<file path="src/rtl/i2c_stat_pkg.sv">
package i2c_stat_pkg;
  localparam int STAT_W = 16;

  localparam int B_ACK   = 15;
  localparam int B_TXACT = 14;
  localparam int B_COLL  = 10;
  localparam int B_GCALL = 9;
  localparam int B_A10   = 8;
  localparam int B_WCOL  = 7;
  localparam int B_OVF   = 6;
  localparam int B_DATA  = 5;
  localparam int B_STOP  = 4;
  localparam int B_RXF   = 1;
  localparam int B_TXF   = 0;

  // software-clearable flags, in the order of the sticky flag instances
  localparam int N_CLR = 3;
  localparam int CLR_POS [N_CLR] = '{B_COLL, B_WCOL, B_OVF};

  typedef enum logic [1:0] {
    ADDR_7BIT  = 2'd0,
    ADDR_GCALL = 2'd1,
    ADDR_10BIT = 2'd2,
    ADDR_RSVD  = 2'd3
  } addr_kind_e;
endpackage

</file>
<file path="src/rtl/stat_sticky_flag.sv">
module stat_sticky_flag (
  input  logic clk,
  input  logic rst_n,
  input  logic hw_set,
  input  logic sw_clr,
  output logic flag_q
);
  always_ff @(posedge clk) begin
    if (!rst_n)       flag_q <= 1'b0;
    else if (hw_set)  flag_q <= 1'b1;
    else if (sw_clr)  flag_q <= 1'b0;
  end

  // a hardware set beats a same-cycle software clear
  a_r4_hw_set_wins: assert property (@(posedge clk) disable iff (!rst_n)
    hw_set |=> flag_q);
  // only a software clear lowers the flag
  a_r4_sw_clear: assert property (@(posedge clk) disable iff (!rst_n)
    (sw_clr && !hw_set) |=> !flag_q);
  a_r9_only_sw_lowers: assert property (@(posedge clk) disable iff (!rst_n)
    (flag_q && !sw_clr) |=> flag_q);
endmodule

</file>
<file path="src/rtl/stat_bus_flags.sv">
module stat_bus_flags
  import i2c_stat_pkg::*;
(
  input  logic       clk,
  input  logic       rst_n,
  input  logic       ev_start,
  input  logic       ev_rstart,
  input  logic       ev_stop,
  input  logic       ev_mtx_begin,
  input  logic       ev_ack_done,
  input  logic       ack_value,
  input  logic       ev_addr_match,
  input  addr_kind_e addr_kind,
  input  logic       ev_slave_byte,
  output logic       ack_q,
  output logic       txact_q,
  output logic       gcall_q,
  output logic       a10_q,
  output logic       data_q,
  output logic       stop_q
);
  logic gc_hit, a10_hit, any_start;

  assign gc_hit    = ev_addr_match && (addr_kind == ADDR_GCALL);
  assign a10_hit   = ev_addr_match && (addr_kind == ADDR_10BIT);
  assign any_start = ev_start || ev_rstart;

  always_ff @(posedge clk) begin
    if (!rst_n) begin
      ack_q   <= 1'b0;
      txact_q <= 1'b0;
      gcall_q <= 1'b0;
      a10_q   <= 1'b0;
      data_q  <= 1'b0;
      stop_q  <= 1'b0;
    end else begin
      if (ev_ack_done) ack_q <= ack_value;

      if (ev_mtx_begin)     txact_q <= 1'b1;
      else if (ev_ack_done) txact_q <= 1'b0;

      if (gc_hit)       gcall_q <= 1'b1;
      else if (ev_stop) gcall_q <= 1'b0;

      if (a10_hit)      a10_q <= 1'b1;
      else if (ev_stop) a10_q <= 1'b0;

      if (ev_addr_match)      data_q <= 1'b0;
      else if (ev_slave_byte) data_q <= 1'b1;

      if (ev_stop)        stop_q <= 1'b1;
      else if (any_start) stop_q <= 1'b0;
    end
  end

  a_r2_ack_follows: assert property (@(posedge clk) disable iff (!rst_n)
    ev_ack_done |=> (ack_q == $past(ack_value)));
  a_r2_ack_holds: assert property (@(posedge clk) disable iff (!rst_n)
    !ev_ack_done |=> $stable(ack_q));
  a_r3_txact_set: assert property (@(posedge clk) disable iff (!rst_n)
    ev_mtx_begin |=> txact_q);
  a_r3_txact_clear: assert property (@(posedge clk) disable iff (!rst_n)
    (ev_ack_done && !ev_mtx_begin) |=> !txact_q);
  a_r5_stop_clears: assert property (@(posedge clk) disable iff (!rst_n)
    (ev_stop && !ev_addr_match) |=> (!gcall_q && !a10_q));
  a_r6_match_clears: assert property (@(posedge clk) disable iff (!rst_n)
    ev_addr_match |=> !data_q);
  a_r7_stop_sets: assert property (@(posedge clk) disable iff (!rst_n)
    ev_stop |=> stop_q);
  a_r7_start_clears: assert property (@(posedge clk) disable iff (!rst_n)
    (any_start && !ev_stop) |=> !stop_q);
endmodule

</file>
<file path="src/rtl/stat_rx_hold.sv">
module stat_rx_hold #(
  parameter int DATA_W = 8
) (
  input  logic              clk,
  input  logic              rst_n,
  input  logic              ev_rx_load,
  input  logic [DATA_W-1:0] rx_shift_data,
  input  logic              rx_ready,
  output logic              rx_full_q,
  output logic [DATA_W-1:0] rx_data_q,
  output logic              ovf_evt
);
  logic keep_byte;

  // the held byte survives this cycle unless the consumer takes it
  assign keep_byte = rx_full_q && !rx_ready;
  assign ovf_evt   = ev_rx_load && keep_byte;

  always_ff @(posedge clk) begin
    if (!rst_n) begin
      rx_full_q <= 1'b0;
      rx_data_q <= '0;
    end else if (ev_rx_load && !keep_byte) begin
      rx_full_q <= 1'b1;
      rx_data_q <= rx_shift_data;
    end else if (rx_full_q && rx_ready) begin
      rx_full_q <= 1'b0;
    end
  end

  a_r8_load_lands: assert property (@(posedge clk) disable iff (!rst_n)
    (ev_rx_load && !keep_byte) |=> (rx_full_q && rx_data_q == $past(rx_shift_data)));
  a_r8_pop_empties: assert property (@(posedge clk) disable iff (!rst_n)
    (rx_full_q && rx_ready && !ev_rx_load) |=> !rx_full_q);
  a_r9_overflow_keeps: assert property (@(posedge clk) disable iff (!rst_n)
    ovf_evt |=> (rx_full_q && $stable(rx_data_q)));
endmodule

</file>
<file path="src/rtl/stat_tx_hold.sv">
module stat_tx_hold #(
  parameter int DATA_W = 8
) (
  input  logic              clk,
  input  logic              rst_n,
  input  logic              txact,
  input  logic              tx_wr_valid,
  input  logic [DATA_W-1:0] tx_wr_data,
  input  logic              ev_tx_taken,
  output logic              tx_wr_ready,
  output logic              tx_full_q,
  output logic [DATA_W-1:0] tx_data_q,
  output logic              wcol_evt
);
  logic accept;

  assign tx_wr_ready = !tx_full_q && !txact;
  assign accept      = tx_wr_valid && tx_wr_ready;
  assign wcol_evt    = tx_wr_valid && !tx_wr_ready;

  always_ff @(posedge clk) begin
    if (!rst_n) begin
      tx_full_q <= 1'b0;
      tx_data_q <= '0;
    end else if (accept) begin
      tx_full_q <= 1'b1;
      tx_data_q <= tx_wr_data;
    end else if (ev_tx_taken) begin
      tx_full_q <= 1'b0;
    end
  end

  a_r10_accept_loads: assert property (@(posedge clk) disable iff (!rst_n)
    accept |=> (tx_full_q && tx_data_q == $past(tx_wr_data)));
  a_r10_taken_empties: assert property (@(posedge clk) disable iff (!rst_n)
    (ev_tx_taken && !accept) |=> !tx_full_q);
  a_r11_drop_write: assert property (@(posedge clk) disable iff (!rst_n)
    wcol_evt |=> $stable(tx_data_q));
endmodule

</file>
<file path="src/rtl/i2c_stat_flags.sv">
module i2c_stat_flags
  import i2c_stat_pkg::*;
#(
  parameter int DATA_W = 8
) (
  input  logic              clk,
  input  logic              rst_n,
  input  logic              ev_start,
  input  logic              ev_rstart,
  input  logic              ev_stop,
  input  logic              ev_mtx_begin,
  input  logic              ev_ack_done,
  input  logic              ack_value,
  input  logic              ev_collision,
  input  logic              ev_addr_match,
  input  logic [1:0]        addr_kind,
  input  logic              ev_slave_byte,
  input  logic              ev_rx_load,
  input  logic [DATA_W-1:0] rx_shift_data,
  output logic              rx_valid,
  input  logic              rx_ready,
  output logic [DATA_W-1:0] rx_data,
  input  logic              tx_wr_valid,
  input  logic [DATA_W-1:0] tx_wr_data,
  output logic              tx_wr_ready,
  input  logic              ev_tx_taken,
  output logic [DATA_W-1:0] tx_data,
  input  logic              sw_stat_wr,
  input  logic [STAT_W-1:0] sw_stat_wdata,
  output logic [STAT_W-1:0] status
);
  logic ack_q, txact_q, gcall_q, a10_q, data_q, stop_q;
  logic rx_full_q, tx_full_q, ovf_evt, wcol_evt;
  logic [N_CLR-1:0] sticky_set, sticky_q;
  logic unused_wbits;

  stat_bus_flags u_bus (
    .clk          (clk),
    .rst_n        (rst_n),
    .ev_start     (ev_start),
    .ev_rstart    (ev_rstart),
    .ev_stop      (ev_stop),
    .ev_mtx_begin (ev_mtx_begin),
    .ev_ack_done  (ev_ack_done),
    .ack_value    (ack_value),
    .ev_addr_match(ev_addr_match),
    .addr_kind    (addr_kind_e'(addr_kind)),
    .ev_slave_byte(ev_slave_byte),
    .ack_q        (ack_q),
    .txact_q      (txact_q),
    .gcall_q      (gcall_q),
    .a10_q        (a10_q),
    .data_q       (data_q),
    .stop_q       (stop_q)
  );

  stat_rx_hold #(.DATA_W(DATA_W)) u_rx (
    .clk          (clk),
    .rst_n        (rst_n),
    .ev_rx_load   (ev_rx_load),
    .rx_shift_data(rx_shift_data),
    .rx_ready     (rx_ready),
    .rx_full_q    (rx_full_q),
    .rx_data_q    (rx_data),
    .ovf_evt      (ovf_evt)
  );

  stat_tx_hold #(.DATA_W(DATA_W)) u_tx (
    .clk        (clk),
    .rst_n      (rst_n),
    .txact      (txact_q),
    .tx_wr_valid(tx_wr_valid),
    .tx_wr_data (tx_wr_data),
    .ev_tx_taken(ev_tx_taken),
    .tx_wr_ready(tx_wr_ready),
    .tx_full_q  (tx_full_q),
    .tx_data_q  (tx_data),
    .wcol_evt   (wcol_evt)
  );

  // order follows CLR_POS: collision, write collision, overflow
  assign sticky_set = {ovf_evt, wcol_evt, ev_collision};

  for (genvar gi = 0; gi < N_CLR; gi++) begin : g_sticky
    stat_sticky_flag u_flag (
      .clk   (clk),
      .rst_n (rst_n),
      .hw_set(sticky_set[gi]),
      .sw_clr(sw_stat_wr && !sw_stat_wdata[CLR_POS[gi]]),
      .flag_q(sticky_q[gi])
    );
  end

  assign unused_wbits = ^{sw_stat_wdata[15:11], sw_stat_wdata[9:8], sw_stat_wdata[5:0]};

  assign rx_valid = rx_full_q;

  always_comb begin
    status          = '0;
    status[B_ACK]   = ack_q;
    status[B_TXACT] = txact_q;
    status[B_GCALL] = gcall_q;
    status[B_A10]   = a10_q;
    status[B_DATA]  = data_q;
    status[B_STOP]  = stop_q;
    status[B_RXF]   = rx_full_q;
    status[B_TXF]   = tx_full_q;
    for (int i = 0; i < N_CLR; i++) status[CLR_POS[i]] = sticky_q[i];
  end

  // a status write alone leaves the hardware-owned bits where they were
  a_r12_hw_bits_kept: assert property (@(posedge clk) disable iff (!rst_n)
    (sw_stat_wr && !ev_ack_done && !ev_mtx_begin && !ev_stop && !ev_start && !ev_rstart
     && !ev_addr_match && !ev_slave_byte)
    |=> ($stable(status[15:14]) && $stable(status[9:8]) && $stable(status[5:4])));
  a_r10_ready_tracks: assert property (@(posedge clk) disable iff (!rst_n)
    (status[B_TXF] || status[B_TXACT]) |-> !tx_wr_ready);
endmodule

</file>
<file path="config.mk">
export PLATFORM = sky130hd
export DESIGN_NAME = i2c_stat_flags
export DESIGN_NICKNAME = d
export VERILOG_FILES = /design/src/rtl/i2c_stat_pkg.sv /design/src/rtl/stat_sticky_flag.sv /design/src/rtl/stat_bus_flags.sv /design/src/rtl/stat_rx_hold.sv /design/src/rtl/stat_tx_hold.sv /design/src/rtl/i2c_stat_flags.sv
export SDC_FILE = /design/constraint.sdc
export NUM_CORES = 1
export LEC_CHECK = 0
export BUFFER_PORTS_ARGS = -buffer_cell sky130_fd_sc_hd__buf_4
export CAP_MARGIN = 5
export CORE_MARGIN = 5
export CORE_UTILIZATION = 41
export CTS_CLUSTER_DIAMETER = 100
export CTS_CLUSTER_SIZE = 25
export DETAILED_ROUTE_END_ITERATION = 8
export PLACE_DENSITY = 0.79
export SYNTH_ARGS = -nofsm -noshare
export SYNTH_HDL_FRONTEND = slang
export SYNTH_HIERARCHICAL = 1
export SYNTH_SLANG_ARGS = --single-unit
</file>
<file path="constraint.sdc">
create_clock -name clk -period 1.3 [get_ports clk]
set_clock_uncertainty 0.2 [all_clocks]
set_input_delay 0.13 -clock clk [delete_from_list [all_inputs] [get_ports clk]]
set_output_delay 0.13 -clock clk [all_outputs]
set_load 0.03 [all_outputs]
</file>
# Word level (Yosys, flattened, before mapping)
# Index checks and enable logic that the tools add are counted.
op_classes:
  bitwise_logic: 1
  reduce_logical: 31
  n_mux: 17
  eq_ne: 2
op_table:
  columns: ["op", "count"]
  rows:
  - ["$reduce_bool 2->1", 9]
  - ["$mux 1", 17]
  - ["$logic_and 1x1->1", 12]
  - ["$logic_not 1->1", 8]
  - ["$eq 2x1->1 const B", 1]
  - ["$eq 2x2->1 const B", 1]
  - ["$reduce_or 2->1", 1]
  - ["$logic_or 1x1->1", 1]
  - ["$not 1->1", 1]
totals:
  regBits: 27
  input_bits: 50

# Logic depth before layout (Yosys ltp)
# Gate-level depths: netlist (run 1).
depth:
  depth_word: 5
  ltp_mapped: 4
  ltp_nobuf: 3

# Cells and area by module
# Netlist (run 1), hierarchy kept.
by_module_without_submodules:
  columns: ["mod", "cells_per_inst", "area_each_um2", "seq_area_each_um2", "instances"]
  rows:
  - ["stat_tx_hold", 41, 385.4, 180.2, 1]
  - ["stat_rx_hold", 40, 384.1, 180.2, 1]
  - ["stat_bus_flags", 20, 221.5, 120.1, 1]
  - ["stat_sticky_flag", 3, 41.3, 20.0, 3]
  - ["i2c_stat_flags", 17, 120.1, 0.0, 1]

# Least setup slack after synthesis (run 1)
# OpenSTA, ideal clock, no wires.
synth_timing:
  path_kind: "register to register"
  startpoint: "register u_tx.tx_full_q"
  endpoint: "register g_sticky[1].u_flag.flag_q"
  setup_ps: 115
  n_path_buf: 0
  synth_period_minus_slack_ps: 1364
  setup_slack_ps: -64
  path_stages_with_launch: 4
  arrival_ps: 1050
  cell_sequence: "dfxtp_1 -> nor2_1 -> nor2b_1 -> o21a_1"
synth_via:
  elab_chain_cells: 5
synth_lines:
  columns: ["element", "line_no", "source"]
  rows:
  - ["start, declared", "stat_tx_hold.sv:11", "output logic tx_full_q,"]
  - ["start signal, assigned", "stat_tx_hold.sv:23", "tx_full_q <= 1'b0;"]
  - ["start signal, assigned", "stat_tx_hold.sv:26", "tx_full_q <= 1'b1;"]
  - ["start signal, assigned", "stat_tx_hold.sv:29", "tx_full_q <= 1'b0;"]
  - ["$logic_not 1->1 *", "stat_tx_hold.sv:17", "assign tx_wr_ready = !tx_full_q && !txact;"]
  - ["$logic_and 1x1->1 *", "stat_tx_hold.sv:17", null]
  - ["via tx_wr_ready", "i2c_stat_flags.sv:25", "output logic tx_wr_ready,"]
  - ["$logic_not 1->1 *", "stat_tx_hold.sv:19", "assign wcol_evt = tx_wr_valid && !tx_wr_ready;"]
  - ["$logic_and 1x1->1 *", "stat_tx_hold.sv:19", null]
  - ["via wcol_evt", "i2c_stat_flags.sv:33", "logic rx_full_q, tx_full_q, ovf_evt, wcol_evt;"]
  - ["$mux 1 or $reduce_bool 2->1 (tied branches)", null, null]
  - ["end signal, assigned", "stat_sticky_flag.sv:9", "if (!rst_n) flag_q <= 1'b0;"]
  - ["end signal, assigned", "stat_sticky_flag.sv:10", "else if (hw_set) flag_q <= 1'b1;"]
  - ["end signal, assigned", "stat_sticky_flag.sv:11", "else if (sw_clr) flag_q <= 1'b0;"]
  - ["end, declared", "stat_sticky_flag.sv:6", "output logic flag_q"]
# The timed path passes the listed nets; every way through them passes the cells marked *.
# A chain may end at the register's enable or synchronous reset.

# Worst setup path after layout (run 1)
layout_timing:
  startpoint: "input tx_wr_valid"
  endpoint: "register u_tx.tx_data_q[4]"
layout_via:
  elab_chain_cells: 1
layout_lines:
  columns: ["element", "line_no", "source"]
  rows:
  - ["start, declared", "i2c_stat_flags.sv:23", "input logic tx_wr_valid,"]
  - ["$logic_and 1x1->1", "stat_tx_hold.sv:18", "assign accept = tx_wr_valid && tx_wr_ready;"]
  - ["end signal, assigned", "stat_tx_hold.sv:27", "tx_data_q <= tx_wr_data;"]
  - ["end, declared", "stat_tx_hold.sv:12", "output logic [DATA_W-1:0] tx_data_q,"]
# No other way between the ends.

==> results of run 1 <==
==> synthesized netlist by cell type <==
library cell,n
nor2b_1,6
conb_1,1
nor2_1,2
o21a_1,7
mux2i_1,17
nand4b_1,2
buf_4,17
nor3b_2,2
buf_6,2
nor2b_4,4
nand3b_1,2
nor2b_2,2
nor3b_1,1
dfxtp_1,27
nand2_1,34
and2_2,1
==> cell type report <==
class,instances,share of cell area (%)
clock buffer,3,1.10
clock inverter,1,0.244
multi-input combinational,85,27.6
sequential,27,26.6
tap,33,2.01
timing repair buffer,102,42.4
==> routing by layer <==
metal / wire length (um) / part of all wire, % / GRT usage, % / vias up
met2: 1570 / 51 / 27.7 / 51
li1: - / - / - / 575
met4: 0 / 0 / 3.17 / 0
met1: 1170 / 38 / 16.0 / 482
met5: 0 / 0 / 0 / -
met3: 322 / 11 / 5.20 / 0
==> registers in the layout, summed over array words and instances, names as in the netlist <==
name / cells
u_bus/ack_q: 1
u_tx/tx_full_q: 1
u_bus/data_q: 1
u_bus/a10_q: 1
u_rx/rx_full_q: 1
u_rx/rx_data_q: 8
g_sticky.u_flag/flag_q: 3
u_bus/gcall_q: 1
u_bus/stop_q: 1
u_tx/tx_data_q: 8
u_bus/txact_q: 1
==> path summary, 6_finish.rpt <==
kind	end	slack [ns]	cells after the start
max reg2reg	u_rx/rx_data_q[2]	0.07	4
min reg2reg	u_rx/rx_data_q[1]	0.27	2
min	u_bus/txact_q	0.03	2
max	u_tx/tx_data_q[4]	0.03	5
==> power groups by stage <==
stage / registers [W] / clock network, W / logic, W
floorplan: 0.00101 / 0 / 0.000223
global placement: 0.000926 / 0 / 0.000457
detailed placement: 0.000929 / 0 / 0.000467
CTS: 0.000912 / 0.000369 / 0.000552
global route: 0.000920 / 0.000409 / 0.000597
finish: 0.000913 / 0.000346 / 0.000560
==> what timing repair did <==
action	CTS	global route
buffers inserted	0	1
gates resized for setup	5	1
setup endpoints to repair	2	4
hold endpoints to repair	27	0
hold buffers	34	0
==> cells by family (layout without fill, tap and decap cells) <==
| family | count (synthesis) | count (layout) |
|---|---|---|
| DFF | 27 | 27 |
| muxes | 17 | 17 |
| AOI/OAI and AO/OA | 7 | 7 |
| buffers and inverters | 19 | 106 |
| and+or+nand+nor | 56 | 56 |
| other | 1 | 5 |
==> per-stage QoR <==
| step | hold WS (ns) | area [sq um] | power [W] |
|---|---|---|---|
| 6_report | 0.0258 | 2050 | 0.00182 |
| 4_1_cts | 0.0137 | 2040 | 0.00183 |
| 5_1_grt | 0.0277 | 2050 | 0.00193 |
| 2_1_floorplan | -0.000488 | 1250 | 0.00123 |
| 3_5_place_dp | 0.118 | 1660 | 0.00140 |
| 3_3_place_gp | 0.112 | 1660 | 0.00138 |
==> results.cfg, run 1 <==
[hold_path]
hold_path.class = input port to flip-flop
min_from = rst_n

[critical_path]
path_cells = dlygate4sd3_1 -> buf_4 -> nor3b_2 -> buf_6 -> mux2i_1
cp-start-kind = input port
cp-end-kind = flip-flop
cp_max_fo = 9
worstPathRequired_ns = 1.35
crit_buf_inv = 3
crit_path_max_incr_delay_ns = 0.53
cp_data_arrival_time_ns = 1.33
critPathSlowestCell = dlygate4sd3_1
reg2reg_from = u_rx/rx_full_q
crit_family = buffers and inverters
crit_path_start = tx_wr_valid
critical_path_class = input port to flip-flop

[place]
globalplace.congestion = 0.635
dp_slack_ns = 0.0844
dp.cells = 212
port_buffers = 65
dpl.hpwl_mm = 2.02

[power]
power_frac_seq_pct = 50.2
power.internal_w = 0.00129
switching_share_pct = 29.2
p_sw_w = 0.000532
ir_drop_mv = 0.500
pwr-share-clk_pct = 19.0
combPwrFrac_pct = 30.8
power.density_nw_per_um2 = 885
leakage_nw = 0.971

[global_routing]
grt_pass1_vias = 1088
grt_max_degree = 46
overflow = 0
grt_pass1_wl_mm = 4.91
antenna_found_initial = 0
grt.total_usage_pct = 14.9

[synthesis]
netlist_instances = 127
synth_top_family_by_area = simple AND/OR/NAND/NOR gates
synthMuxAreaShare_pct = 13.8
synth_xor_xnor_area_share_pct = 0
synth_compound_area_share_pct = 4.26
synth.distinct_cells = 16
synth_top_area_share_pct = 43.8
synthSimpleGateAreaFrac_pct = 25.7
syn_area_per_cell_sq_um = 9.72
ys_ff_latch = 27
yosys.area.top_type = dfxtp_1
yosysWarnings = 6
syn-cell-area_sq_um = 1230
yosysSeqAreaShare_pct = 43.8
synth_area_leaders = dfxtp_1 44%, mux2i_1 14%, buf_4 10%
synth_fa_ha_area_share_pct = 0

[cells_and_area]
layout-drive-gt1-share_pct = 39.0
antenna_cells = 0
multi_input_area_sq_um = 567
final_cell_mix = 65 x buf_4, 34 x dlygate4sd3_1, 34 x nand2_1
stdcell_count = 251
final_common_cell = buf_4
syn2layout_area_growth_pct = 66.3
seq_area_sq_um = 547
fillers = 222
utilization_pct = 68.9
nets = 269

[die]
dieWidth_um = 64.9
die_area_sq_um = 4210
initial_utilization_pct = 41.5
core_area_sq_um = 2980
fp.dieH_um = 64.9
placement_rows = 20
ios = 84

[job]
maxCapViolations = 0

[clocking]
cts_tree = built
h-tree-depth = 1
clock_latency_ns = 0.31
root_buffer = clkbuf_4
clk_pin_slew_ns = 0.14
clock_sinks = 27
numCtsBuffers = 3
clock_path_buffers = 2

[timing]
finalHoldViolations = 0
setup_slack_ns = 0.0268
slew_viol_final = 0
setup_viol = 0
finalCritPeriodShare_pct = 97.9
final.setup.tns_ns = 0
rsz0062_at_grt = true
fmax_mhz = 785
fin_crit_ns = 1.27

[routing]
routedWlPerCell_um = 12.2
drt_first_iter_violations = 40
num_vias = 1108
ant_nets = 0
drt-pass1-iter-count = 4
viasPerCell = 4.41
wl_mm = 3.07
drc = 0

[run_status]
status = completed
Power figures use the tool's default switching activity.
==> inputs of run 2 (changes only) <==
--- a/config.mk
+++ b/config.mk
@@ -8,11 +8,11 @@
 export BUFFER_PORTS_ARGS = -buffer_cell sky130_fd_sc_hd__buf_4
 export CAP_MARGIN = 5
 export CORE_MARGIN = 5
-export CORE_UTILIZATION = 41
+export CORE_UTILIZATION = 44
 export CTS_CLUSTER_DIAMETER = 100
 export CTS_CLUSTER_SIZE = 25
 export DETAILED_ROUTE_END_ITERATION = 8
-export PLACE_DENSITY = 0.79
+export PLACE_DENSITY = 0.84
 export SYNTH_ARGS = -nofsm -noshare
 export SYNTH_HDL_FRONTEND = slang
 export SYNTH_HIERARCHICAL = 1
==> constraint.sdc (replaced) <==
create_clock -name clk -period 1.6 [get_ports clk]
set_clock_uncertainty 0.2 [all_clocks]
set_input_delay 0.16 -clock clk [delete_from_list [all_inputs] [get_ports clk]]
set_output_delay 0.16 -clock clk [all_outputs]
set_load 0.03 [all_outputs]
==> results.cfg, run 2 (same netlist as run 1, synthesis figures left out) <==
[routing]
routedWlPerCell_um = 13.3
drc = 0
ant_nets = 0
wl_mm = 3.31
num_vias = 1124
drt_first_iter_violations = 42
drt-pass1-iter-count = 3
viasPerCell = 4.51

[run_status]
status = completed

[clocking]
clock_sinks = 27
cts_tree = built
clk_pin_slew_ns = 0.16
root_buffer = clkbuf_4
clock_path_buffers = 2
h-tree-depth = 1
clock_latency_ns = 0.33
cts_setup_buffers = 0
numCtsBuffers = 3

[cells_and_area]
multi_input_area_sq_um = 559
final_common_cell = buf_4
layout-drive-gt1-share_pct = 36.7
final_cell_mix = 67 x buf_4, 35 x dlygate4sd3_1, 34 x nand2_1
stdcell_count = 249
nets = 269
syn2layout_area_growth_pct = 63.7
reg_top3 = u_rx/rx_data_q: 8 flops, u_tx/tx_data_q: 8 flops, g_sticky.u_flag/flag_q: 3 flops
fillers = 187
antenna_cells = 0
seq_area_sq_um = 541

[timing]
finalHoldViolations = 0
slew_viol_final = 0
setup_viol = 0
final.setup.tns_ns = 0
setup_slack_ns = 0.0377
finalCritPeriodShare_pct = 97.6
fin_crit_ns = 1.56
fmax_mhz = 640
rsz0062_at_grt = false
holdWs_ns = 0.0480

[power]
leakage_nw = 0.960
ir_drop_mv = 0.656
power.density_nw_per_um2 = 738
finalPower_w = 0.00149

[place]
port_buffers = 65
dpl.hpwl_mm = 2.02
globalplace.congestion = 0.646
dp_slack_ns = 0.395
dp.cells = 210

[die]
initial_utilization_pct = 45.2
die_area_sq_um = 3970
ios = 84
fp.dieH_um = 63.0
dieWidth_um = 63.0
core_area_sq_um = 2730
placement_rows = 19

[global_routing]
grt_pass1_vias = 1167
antenna_found_initial = 0
grt.total_usage_pct = 16.9
grt_pass1_wl_mm = 5.51
overflow = 0
grt_max_degree = 46

[job]
maxCapViolations = 0

[critical_path]
cp_max_fo = 2
cp_data_arrival_time_ns = 1.65
cp-end-kind = flip-flop
cp-start-kind = input port
critical_path_class = input port to flip-flop
worstPathRequired_ns = 1.69

[hold_path]
hold_path.class = input port to flip-flop
## run 2: layer usage
metal | vias to the layer above | global-route usage (%) | share of wire [%]
met4 | 0 | 3.98 | 0
met3 | 0 | 5.58 | 10
met2 | 48 | 30.1 | 51
li1 | 573 | - | -
met1 | 503 | 19.2 | 39
met5 | - | 0 | 0
## run 2: stage by stage
step	util [%]	cell area [sq um]
5_1_grt	74.0	2020
4_1_cts	74.0	2020
6_report	74.0	2020
2_1_floorplan	-	1250
3_5_place_dp	60.0	1640
3_3_place_gp	60.0	1640
## run 2: worst paths after layout
path | end | depth (start not counted) | slack, ns | start
setup / recovery | u_bus/a10_q | 5 | 0.04 | addr_kind[0]
hold / removal | u_tx/tx_full_q | 2 | 0.05 | rst_n
setup reg to reg | u_bus/txact_q | 3 | 0.09 | u_bus/txact_q
hold reg to reg | u_rx/rx_data_q[1] | 2 | 0.27 | u_rx/rx_data_q[1]
## run 2: critical path: stages
cell           delay (ns)
dlygate4sd3_1        0.54
buf_4                0.13
nand4b_1             0.17
dlygate4sd3_1        0.59
nand2_1              0.06
## run 2: timing repair
item	CTS	global route
gates resized for setup	0	0
hold buffers	35	0
hold endpoints to repair	27	0
## run 2: layout make-up
| type | count | share of cell area [%] |
|---|---|---|
| timing repair buffer | 102 | 42.2 |
| tap | 31 | 1.92 |
| clock inverter | 1 | 0.371 |
| clock buffer | 3 | 1.11 |
| multi-input combinational | 85 | 27.7 |
| sequential | 27 | 26.7 |
## run 2: where the power goes
group	internal, W	total, W	leakage, nW	switching [W]
Sequential	0.000715	0.000741	0.222	0.0000251
Combinational	0.000228	0.000446	0.724	0.000218
Clock	0.0000956	0.000305	0.0139	0.000210
